<file path="src/rtl/lbus_irq_pkg.sv">
package lbus_irq_pkg;

  // Register selected by a bus offset
  typedef enum logic [1:0] {
    SEL_NONE = 2'd0,
    SEL_VEC  = 2'd1,
    SEL_MASK = 2'd2
  } reg_sel_e;

  // Vector code for source index k: (k + 1) shifted left by two
  localparam int unsigned VEC_SHIFT = 2;

endpackage

</file>
<file path="src/rtl/irq_prio_enc.sv">
module irq_prio_enc #(
  parameter int unsigned NUM_SRC = 16,
  parameter int unsigned DATA_W  = 16
) (
  input  logic [NUM_SRC-1:0] req,
  output logic [DATA_W-1:0]  code,
  output logic               any
);
  import lbus_irq_pkg::*;

  // lower_hit[i] is set when some request below index i is active
  logic [NUM_SRC:0]   lower_hit;
  logic [NUM_SRC-1:0] first;

  assign lower_hit[0] = 1'b0;

  genvar gi;
  generate
    for (gi = 0; gi < NUM_SRC; gi++) begin : g_chain
      assign first[gi]         = req[gi] & ~lower_hit[gi];
      assign lower_hit[gi + 1] = lower_hit[gi] | req[gi];
    end
  endgenerate

  assign any = lower_hit[NUM_SRC];

  always_comb begin
    code = '0;
    for (int i = 0; i < NUM_SRC; i++) begin
      if (first[i]) code = code | DATA_W'((i + 1) << VEC_SHIFT);
    end
  end

endmodule

</file>
<file path="src/rtl/irq_level_stage.sv">
module irq_level_stage #(
  parameter int unsigned NUM_SRC = 16
) (
  input  logic               clk,
  input  logic               rst,
  input  logic [NUM_SRC-1:0] src_lvl,
  input  logic [NUM_SRC-1:0] mask_nxt,
  output logic [NUM_SRC-1:0] status_q,
  output logic               irq_q
);

  always_ff @(posedge clk) begin
    if (rst) begin
      status_q <= '0;
      irq_q    <= 1'b0;
    end else begin
      status_q <= src_lvl;
      irq_q    <= |(src_lvl & mask_nxt);
    end
  end

  // the status is the level of the sources at the previous edge
  p_status_follows_r1: assert property (@(posedge clk) disable iff (rst)
    !$past(rst) |-> status_q == $past(src_lvl));

endmodule

</file>
<file path="src/rtl/irq_mask_regs.sv">
module irq_mask_regs #(
  parameter int unsigned NUM_SRC  = 16,
  parameter int unsigned DATA_W   = 16,
  parameter int unsigned ADDR_W   = 12,
  parameter logic [15:0] MASK_RST = 16'h0010,
  parameter int unsigned VEC_OFS  = 0,
  parameter int unsigned MASK_OFS = 2
) (
  input  logic               clk,
  input  logic               rst,
  input  logic [ADDR_W-1:0]  addr,
  input  logic               wr_en,
  input  logic [DATA_W-1:0]  wr_data,
  input  logic               rd_en,
  input  logic [DATA_W-1:0]  vec_code,
  input  logic               pend_any,
  output logic [NUM_SRC-1:0] mask_q,
  output logic [NUM_SRC-1:0] mask_nxt,
  output logic [DATA_W-1:0]  rd_data
);
  import lbus_irq_pkg::*;

  localparam logic [ADDR_W-1:0]  VEC_A  = ADDR_W'(VEC_OFS);
  localparam logic [ADDR_W-1:0]  MASK_A = ADDR_W'(MASK_OFS);
  localparam logic [NUM_SRC-1:0] MRST   = NUM_SRC'(MASK_RST);

  reg_sel_e sel;

  always_comb begin
    if (addr == VEC_A)       sel = SEL_VEC;
    else if (addr == MASK_A) sel = SEL_MASK;
    else                     sel = SEL_NONE;
  end

  always_comb begin
    mask_nxt = mask_q;
    if (wr_en && sel == SEL_MASK) mask_nxt = wr_data[NUM_SRC-1:0];
  end

  always_ff @(posedge clk) begin
    if (rst) begin
      mask_q  <= MRST;
      rd_data <= '0;
    end else begin
      mask_q <= mask_nxt;
      if (rd_en) begin
        case (sel)
          SEL_VEC:  rd_data <= vec_code;
          SEL_MASK: rd_data <= DATA_W'(mask_q);
          default:  rd_data <= '0;
        endcase
      end else begin
        rd_data <= '0;
      end
    end
  end

  // a mask write is stored as written
  p_mask_written_r5: assert property (@(posedge clk) disable iff (rst)
    (wr_en && addr == MASK_A) |=> mask_q == $past(wr_data[NUM_SRC-1:0]));

  // writes elsewhere leave the mask alone
  p_stray_write_r8: assert property (@(posedge clk) disable iff (rst)
    (wr_en && addr != MASK_A) |=> $stable(mask_q));

  // reads elsewhere return zero
  p_stray_read_r8: assert property (@(posedge clk) disable iff (rst)
    (rd_en && addr != MASK_A && addr != VEC_A) |=> rd_data == '0);

  // no enabled pending source gives a zero vector
  p_vec_zero_r4: assert property (@(posedge clk) disable iff (rst)
    (rd_en && addr == VEC_A && !pend_any) |=> rd_data == '0);

  // no read strobe gives zero read data
  p_idle_read_r11: assert property (@(posedge clk) disable iff (rst)
    !rd_en |=> rd_data == '0);

endmodule

</file>
<file path="src/rtl/lbus_irq_ctrl.sv">
module lbus_irq_ctrl #(
  parameter int unsigned NUM_SRC  = 16,
  parameter int unsigned DATA_W   = 16,
  parameter int unsigned ADDR_W   = 12,
  parameter logic [15:0] MASK_RST = 16'h0010,
  parameter int unsigned VEC_OFS  = 0,
  parameter int unsigned MASK_OFS = 2
) (
  input  logic               clk,
  input  logic               rst,
  input  logic [NUM_SRC-1:0] irq_src,
  input  logic [ADDR_W-1:0]  bus_addr,
  input  logic               bus_wr,
  input  logic [DATA_W-1:0]  bus_wdata,
  input  logic               bus_rd,
  output logic [DATA_W-1:0]  bus_rdata,
  output logic               irq_out
);

  logic [NUM_SRC-1:0] status_q;
  logic [NUM_SRC-1:0] mask_q;
  logic [NUM_SRC-1:0] mask_nxt;
  logic [NUM_SRC-1:0] pending;
  logic [DATA_W-1:0]  vec_code;
  logic               pend_any;

  irq_level_stage #(.NUM_SRC(NUM_SRC)) u_level (
    .clk      (clk),
    .rst      (rst),
    .src_lvl  (irq_src),
    .mask_nxt (mask_nxt),
    .status_q (status_q),
    .irq_q    (irq_out)
  );

  assign pending = status_q & mask_q;

  irq_prio_enc #(.NUM_SRC(NUM_SRC), .DATA_W(DATA_W)) u_enc (
    .req  (pending),
    .code (vec_code),
    .any  (pend_any)
  );

  irq_mask_regs #(
    .NUM_SRC  (NUM_SRC),
    .DATA_W   (DATA_W),
    .ADDR_W   (ADDR_W),
    .MASK_RST (MASK_RST),
    .VEC_OFS  (VEC_OFS),
    .MASK_OFS (MASK_OFS)
  ) u_regs (
    .clk      (clk),
    .rst      (rst),
    .addr     (bus_addr),
    .wr_en    (bus_wr),
    .wr_data  (bus_wdata),
    .rd_en    (bus_rd),
    .vec_code (vec_code),
    .pend_any (pend_any),
    .mask_q   (mask_q),
    .mask_nxt (mask_nxt),
    .rd_data  (bus_rdata)
  );

  // the combined line agrees with the registered status and mask
  p_irq_matches_r2: assert property (@(posedge clk) disable iff (rst)
    irq_out == pend_any);

  // masked sources alone never raise the line
  p_masked_quiet_r10: assert property (@(posedge clk) disable iff (rst)
    ((status_q & mask_q) == '0) |-> !irq_out);

endmodule

</file>
<file path="config.mk">
export PLATFORM = sky130hd
export DESIGN_NAME = lbus_irq_ctrl
export DESIGN_NICKNAME = d
export VERILOG_FILES = /design/src/rtl/lbus_irq_pkg.sv /design/src/rtl/irq_prio_enc.sv /design/src/rtl/irq_level_stage.sv /design/src/rtl/irq_mask_regs.sv /design/src/rtl/lbus_irq_ctrl.sv
export SDC_FILE = /design/constraint.sdc
export NUM_CORES = 1
export LEC_CHECK = 0
export BUFFER_PORTS_ARGS = -buffer_cell sky130_fd_sc_hd__buf_2
export CAP_MARGIN = 40
export CORE_UTILIZATION = 52
export DETAILED_ROUTE_END_ITERATION = 8
export GPL_TIMING_DRIVEN = 0
export PLACE_DENSITY = 0.79
export REMOVE_ABC_BUFFERS = 1
export SLEW_MARGIN = 15
export SYNTH_ARGS = -nofsm -noshare
export SYNTH_HDL_FRONTEND = slang
export SYNTH_HIERARCHICAL = 1
export SYNTH_SLANG_ARGS = --single-unit
</file>
<file path="constraint.sdc">
create_clock -name clk -period 3.05 [get_ports clk]
set_input_delay 0.915 -clock clk [delete_from_list [all_inputs] [get_ports clk]]
set_output_delay 0.915 -clock clk [all_outputs]
set_load 0.005 [all_outputs]
</file>
## After elaboration in Yosys (flattened, before gate mapping)

Index checks and enable logic that the tools add are counted.

| cells by class | value |
|---|---|
| eq/ne operators | 3 |
| reduce and logical (&&, ||, !) cells | 4 |
| bitwise logic cells | 47 |
| multiplexer cells | 20 |

Operators with widths:

| operator | number |
|---|---|
| 2-to-1 mux 6 bit | 8 |
| bitwise AND 16 bit | 2 |
| one-hot mux 16 bit (2 select lines) | 1 |
| 2-to-1 mux 5 bit | 4 |
| 2-to-1 mux 16 bit | 1 |
| NOT 1 bit | 16 |
| OR reduction 16 bit | 1 |
| bitwise AND 1 bit | 15 |
| bitwise OR 1 bit | 14 |
| equality test 12 x 2 -> 1 bit, second input constant | 1 |
| zero test 12 bit | 1 |
| 2-to-1 mux 4 bit | 2 |
| 2-to-1 mux 7 bit | 1 |
| 2-to-1 mux 2 bit | 2 |
| 2-to-1 mux 3 bit | 1 |
| equality test 2 x 1 -> 1 bit, second input constant | 1 |
| equality test 2 bit, second input constant | 1 |
| OR reduction 2 bit | 1 |
| logical AND 1 bit | 1 |

| word-level totals | value |
|---|---|
| logic and storage cells | 78 |
| bits in registers | 49 |
| output and inout port bits | 17 |
| input bits | 48 |

## Depth between registers and ports, before layout

| logic depth | value |
|---|---|
| word-level depth | 19 |
| gate-level depth with buffers | 9 |
| mapped depth without buffers | 7 |

## By module

Netlist, hierarchy kept.

By module, submodules not included:

| module | area an instance (µm²) | seq. area each (µm²) | cells each | times used |
|---|---|---|---|---|
| irq_mask_regs | 1594.0 | 640.6 | 146 | 1 |
| irq_level_stage | 534.3 | 340.3 | 44 | 1 |
| irq_prio_enc | 261.5 | 0.0 | 43 | 1 |
| lbus_irq_ctrl | 100.1 | 0.0 | 16 | 1 |

## Worst setup path before layout

OpenSTA, ideal clock, no wires.

| timing | value |
|---|---|
| path kind | input port to flip-flop |
| start point | in bus_addr[1] |
| end point | reg u_level.irq_q |
| data arrival time | 2.514 ns |
| stages | 9 |
| setup slack | 0.407 ns |
| buffers on the path | 2 |
| library setup time | 0.129 ns |
| required time | 2.921 ns |
| path through | buf_4 > and4bb_4 > nand4_4 > buf_6 > mux2_4 > a22o_1 > a221oi_2 > and3_1 > a31oi_1 |

| between the ends | value |
|---|---|
| longest elaborated chain between the ends | 8 |
| elaborated cells on any way between the ends | 9 |
| classes of those cells | 2 x eq/ne; 3 x mux; 1 x bitwise; 3 x reduce/logical |

Ends and longest elaborated chain:

| element | line | source |
|---|---|---|
| from (decl) | lbus_irq_ctrl.sv:12 | `input logic [ADDR_W-1:0] bus_addr,` |
| equality test 12 x 2 -> 1 bit | irq_mask_regs.sv:31 | `else if (addr == MASK_A) sel = SEL_MASK;` |
| 2-to-1 mux 2 bit | irq_mask_regs.sv:31 |  |
| 2-to-1 mux 2 bit (*) | irq_mask_regs.sv:30 | `if (addr == VEC_A) sel = SEL_VEC;` |
| equality test 2 bit (*) | irq_mask_regs.sv:37 | `if (wr_en && sel == SEL_MASK) mask_nxt = wr_data[NUM_SRC-1:0];` |
| logical AND 1 bit (*) | irq_mask_regs.sv:37 |  |
| 2-to-1 mux 16 bit (*) | irq_mask_regs.sv:37 |  |
| net mask_nxt[6] | lbus_irq_ctrl.sv:22 | `logic [NUM_SRC-1:0] mask_nxt;` |
| bitwise AND 16 bit (*) | irq_level_stage.sv:18 | `irq_q <= \|(src_lvl & mask_nxt);` |
| OR reduction 16 bit (*) | irq_level_stage.sv:18 |  |
| to (signal assigned) | irq_level_stage.sv:18 |  |
| to (decl) | irq_level_stage.sv:9 | `output logic irq_q` |

The timed path passes the listed nets; every way through them passes the cells marked *.
A chain may end at the register's enable or synchronous reset.

## Worst setup path after layout

Same ends and word-level chain as after synthesis.

==> Flow_metrics.wiki <==
{| class="wikitable"
! Metric !! Value
|-
| Fraction of layout cells with a size suffix above 1 || 0.315
|-
| Critical path cell sequence || buf_4 > and4bb_4 > and4_2 > buf_8 > mux2_2 > a221oi_2 > and3_1 > a31oi_1
|-
| Port Buf Inserts || 64
|-
| Row Count || 24
|-
| Violated checks || design-rule violations
|-
| Die X-Extent || 71.1 µm
|-
| Via count normalized by instance count || 5.09
|-
| Latest clock arrival within the worst-skew pair || 300 ps
|-
| Grt total ovfl || 0
|-
| Largest fanout on the critical path || 17
|-
| Final GP Congestion || 0.828
|-
| WL final || 4910 µm
|-
| Number of clock sinks || 49
|-
| Switching power summed over all nets || 256 µW
|-
| Worst-path clk slew || 80 ps
|-
| Final worst path period share || 0.954
|-
| Bufs on Longest Clock Path || 2
|-
| Worst-path cell with the longest stage delay || sky130_fd_sc_hd__and4_2
|-
| Number of primary I/O pins || 65
|-
| Cell-internal power || 969 µW
|-
| Clock buffer count from CTS || 5
|-
| Combined global-route utilization of all metal layers || 0.212
|-
| Type of element launching the critical path || primary input
|-
| Maximum clock skew at final layout || 8.10 ps
|-
| Number of cells in the design after placement || 355
|-
| Max_cap viols || 0
|-
| CTS tree || yes
|-
| Final critical path time including I/O delays and setup || 2910 ps
|-
| Largest net degree at the start of global routing || 51
|-
| Setup repair after global routing missed its margin || false
|-
| Switching part of the total power || 0.209
|-
| Post-route cell area || 2900 µm²
|-
| CTS Hold Bufs || 0
|-
| Starting Density || 0.555
|-
| Detail Placement HPWL || 3490 µm
|-
| Die Y-Extent || 71.1 µm
|-
| WL per Instance || 13.5 µm
|-
| Total die area || 5050 µm²
|-
| Power density over the cells || 422 nW/µm²
|-
| WS Path Type || in2reg
|-
| Post-layout nets || 358
|-
| Post-CTS setup buffers || 0
|-
| Worst EP arrival || 3060 ps
|-
| Placed Area || 2780 µm²
|-
| Post-layout total power || 1220 µW
|-
| Number of instances in the synthesized netlist || 248
|-
| Outcome || complete, but fails checks
|-
| Via Count || 1,847
|-
| Per-instance average area after synthesis || 10.0 µm²
|-
| Global-route wire length before repair || 8200 µm
|-
| Setup Total Neg Slack || 0 ps
|-
| Final standard cell count with taps included and fillers excluded || 363
|-
| Worst Setup End Kind || flop
|-
| Drt drc || 4
|-
| Antenna Diode Count || 0
|-
| Share of the core filled with cells || 0.649
|-
| Largest stage delay on the critical path || 440 ps
|-
| Number of global-route vias before repair || 1,776
|-
| First-pass iteration count of the detailed router || 9
|-
| Synth-to-layout area growth || 17.0%
|-
| Final hold vios || 0
|-
| Static power due to leakage || 0.00130 µW
|-
| Reg2Reg Depth || 7
|-
| HP Class || reg2reg
|-
| Final max-slew violation count || 0
|-
| Reg power frac || 0.534
|-
| Area of the mapped netlist || 2480 µm²
|-
| Relative max-transition margin || 0.551
|-
| Count of yosys warnings during synthesis || 6
|-
| Final Setup Violations || 0
|-
| Core box area || 4470 µm²
|-
| Logic pwr share || 0.078
|-
| Fraction of power consumed by the clock network || 0.388
|-
| Slew at the pin with the worst max-slew slack || 674 ps
|-
| CTS root buffer || sky130_fd_sc_hd__clkbuf_8
|-
| Max frequency || 344 MHz
|-
| Number of cells traversed by the worst hold path || 2
|-
| VDD IR max || 0.257 mV
|-
| Antenna violations before repair || 0
|-
| Post-route ant nets || 0
|-
| Number of H-tree levels || 2
|-
| Required time of the critical path || 3200 ps
|-
| Initial drt markers || 97
|}
## flip-flops by register name, indices dropped and copies added (netlist names)
| register | count |
|---|---|
| u_level/status_q | 16 |
| u_level/irq_q | 1 |
| u_regs/rd_data | 16 |
| u_regs/mask_q | 16 |
## per-stage QoR
stage,worst slack [ps],hold WS (ps)
global route,67.9,528
finish,140,512
global placement,-728,483
detailed placement,-496,490
CTS,153,511
floorplan,111,466
## layer usage
metal / routed length [µm] / GRT usage / part of all wire
met1: 2240 / 0.254 / 0.46
met2: 2380 / 0.365 / 0.48
met3: 219 / 0.0556 / 0.045
met4: 71 / 0.0756 / 0.014
met5: 0 / 0 / 0
## area by class of cell
| type | instances | area, µm² |
|---|---|---|
| clock inverters | 1 | 30.0 |
| fillers | 372 | 1570 |
| inverters | 3 | 11.3 |
| repair buffers | 66 | 349 |
| well taps | 52 | 65.1 |
| flip-flops and latches | 49 | 981 |
| clock buffers | 7 | 86.3 |
| multi-input cells | 185 | 1380 |
## power by group through the flow
stage               Sequential, µW  Combinational (µW)  Clock, µW
global route                   655                 107        510
finish                         654                95.5        475
detailed placement             669                95.0          0
floorplan                      668                39.9          0
global placement               668                93.8          0
CTS                            654                96.1        489
## cell usage in the layout (no fill, tap or decap), types with 2 or more instances in the layout
cell type / count
sky130_fd_sc_hd__mux2_2: 6
sky130_fd_sc_hd__buf_2: 63
sky130_fd_sc_hd__and2_1: 16
sky130_fd_sc_hd__nand2b_1: 30
sky130_fd_sc_hd__a221oi_1: 3
sky130_fd_sc_hd__nor3_1: 2
sky130_fd_sc_hd__conb_1: 11
sky130_fd_sc_hd__clkbuf_8: 6
sky130_fd_sc_hd__o31ai_1: 2
sky130_fd_sc_hd__mux2_4: 10
sky130_fd_sc_hd__nor4_1: 3
sky130_fd_sc_hd__nand2_1: 2
sky130_fd_sc_hd__mux2i_1: 32
sky130_fd_sc_hd__and3_1: 3
sky130_fd_sc_hd__inv_1: 3
sky130_fd_sc_hd__a22o_1: 3
sky130_fd_sc_hd__dfxtp_1: 49
sky130_fd_sc_hd__nor2_1: 27
sky130_fd_sc_hd__a22oi_1: 2
sky130_fd_sc_hd__a21oi_1: 3
sky130_fd_sc_hd__nor2b_1: 16
## worst max-delay path, delay by kind of cell
| family | cells | cell delay, ps |
|---|---|---|
| AO/OA/AOI/OAI | 2 | 330 |
| buffers and inverters | 2 | 490 |
| multiplexers | 1 | 350 |
| AND/OR/NAND/NOR | 3 | 970 |
## final timing paths
check / end / slack, ps / startpoint
min: u_regs/mask_q[13] / 510 / u_regs/mask_q[13]
min reg2reg: u_regs/mask_q[13] / 510 / u_regs/mask_q[13]
max reg2reg: u_regs/rd_data[2] / 1450 / u_regs/mask_q[3]
max: u_level/irq_q / 140 / bus_addr[1]
## what timing repair did
action                     in CTS  in global routing
setup endpoints to repair       1                  0
hold endpoints to repair        0                  0
resized for setup               2                  0
Note: power is estimated with default switching activity, not from simulation.
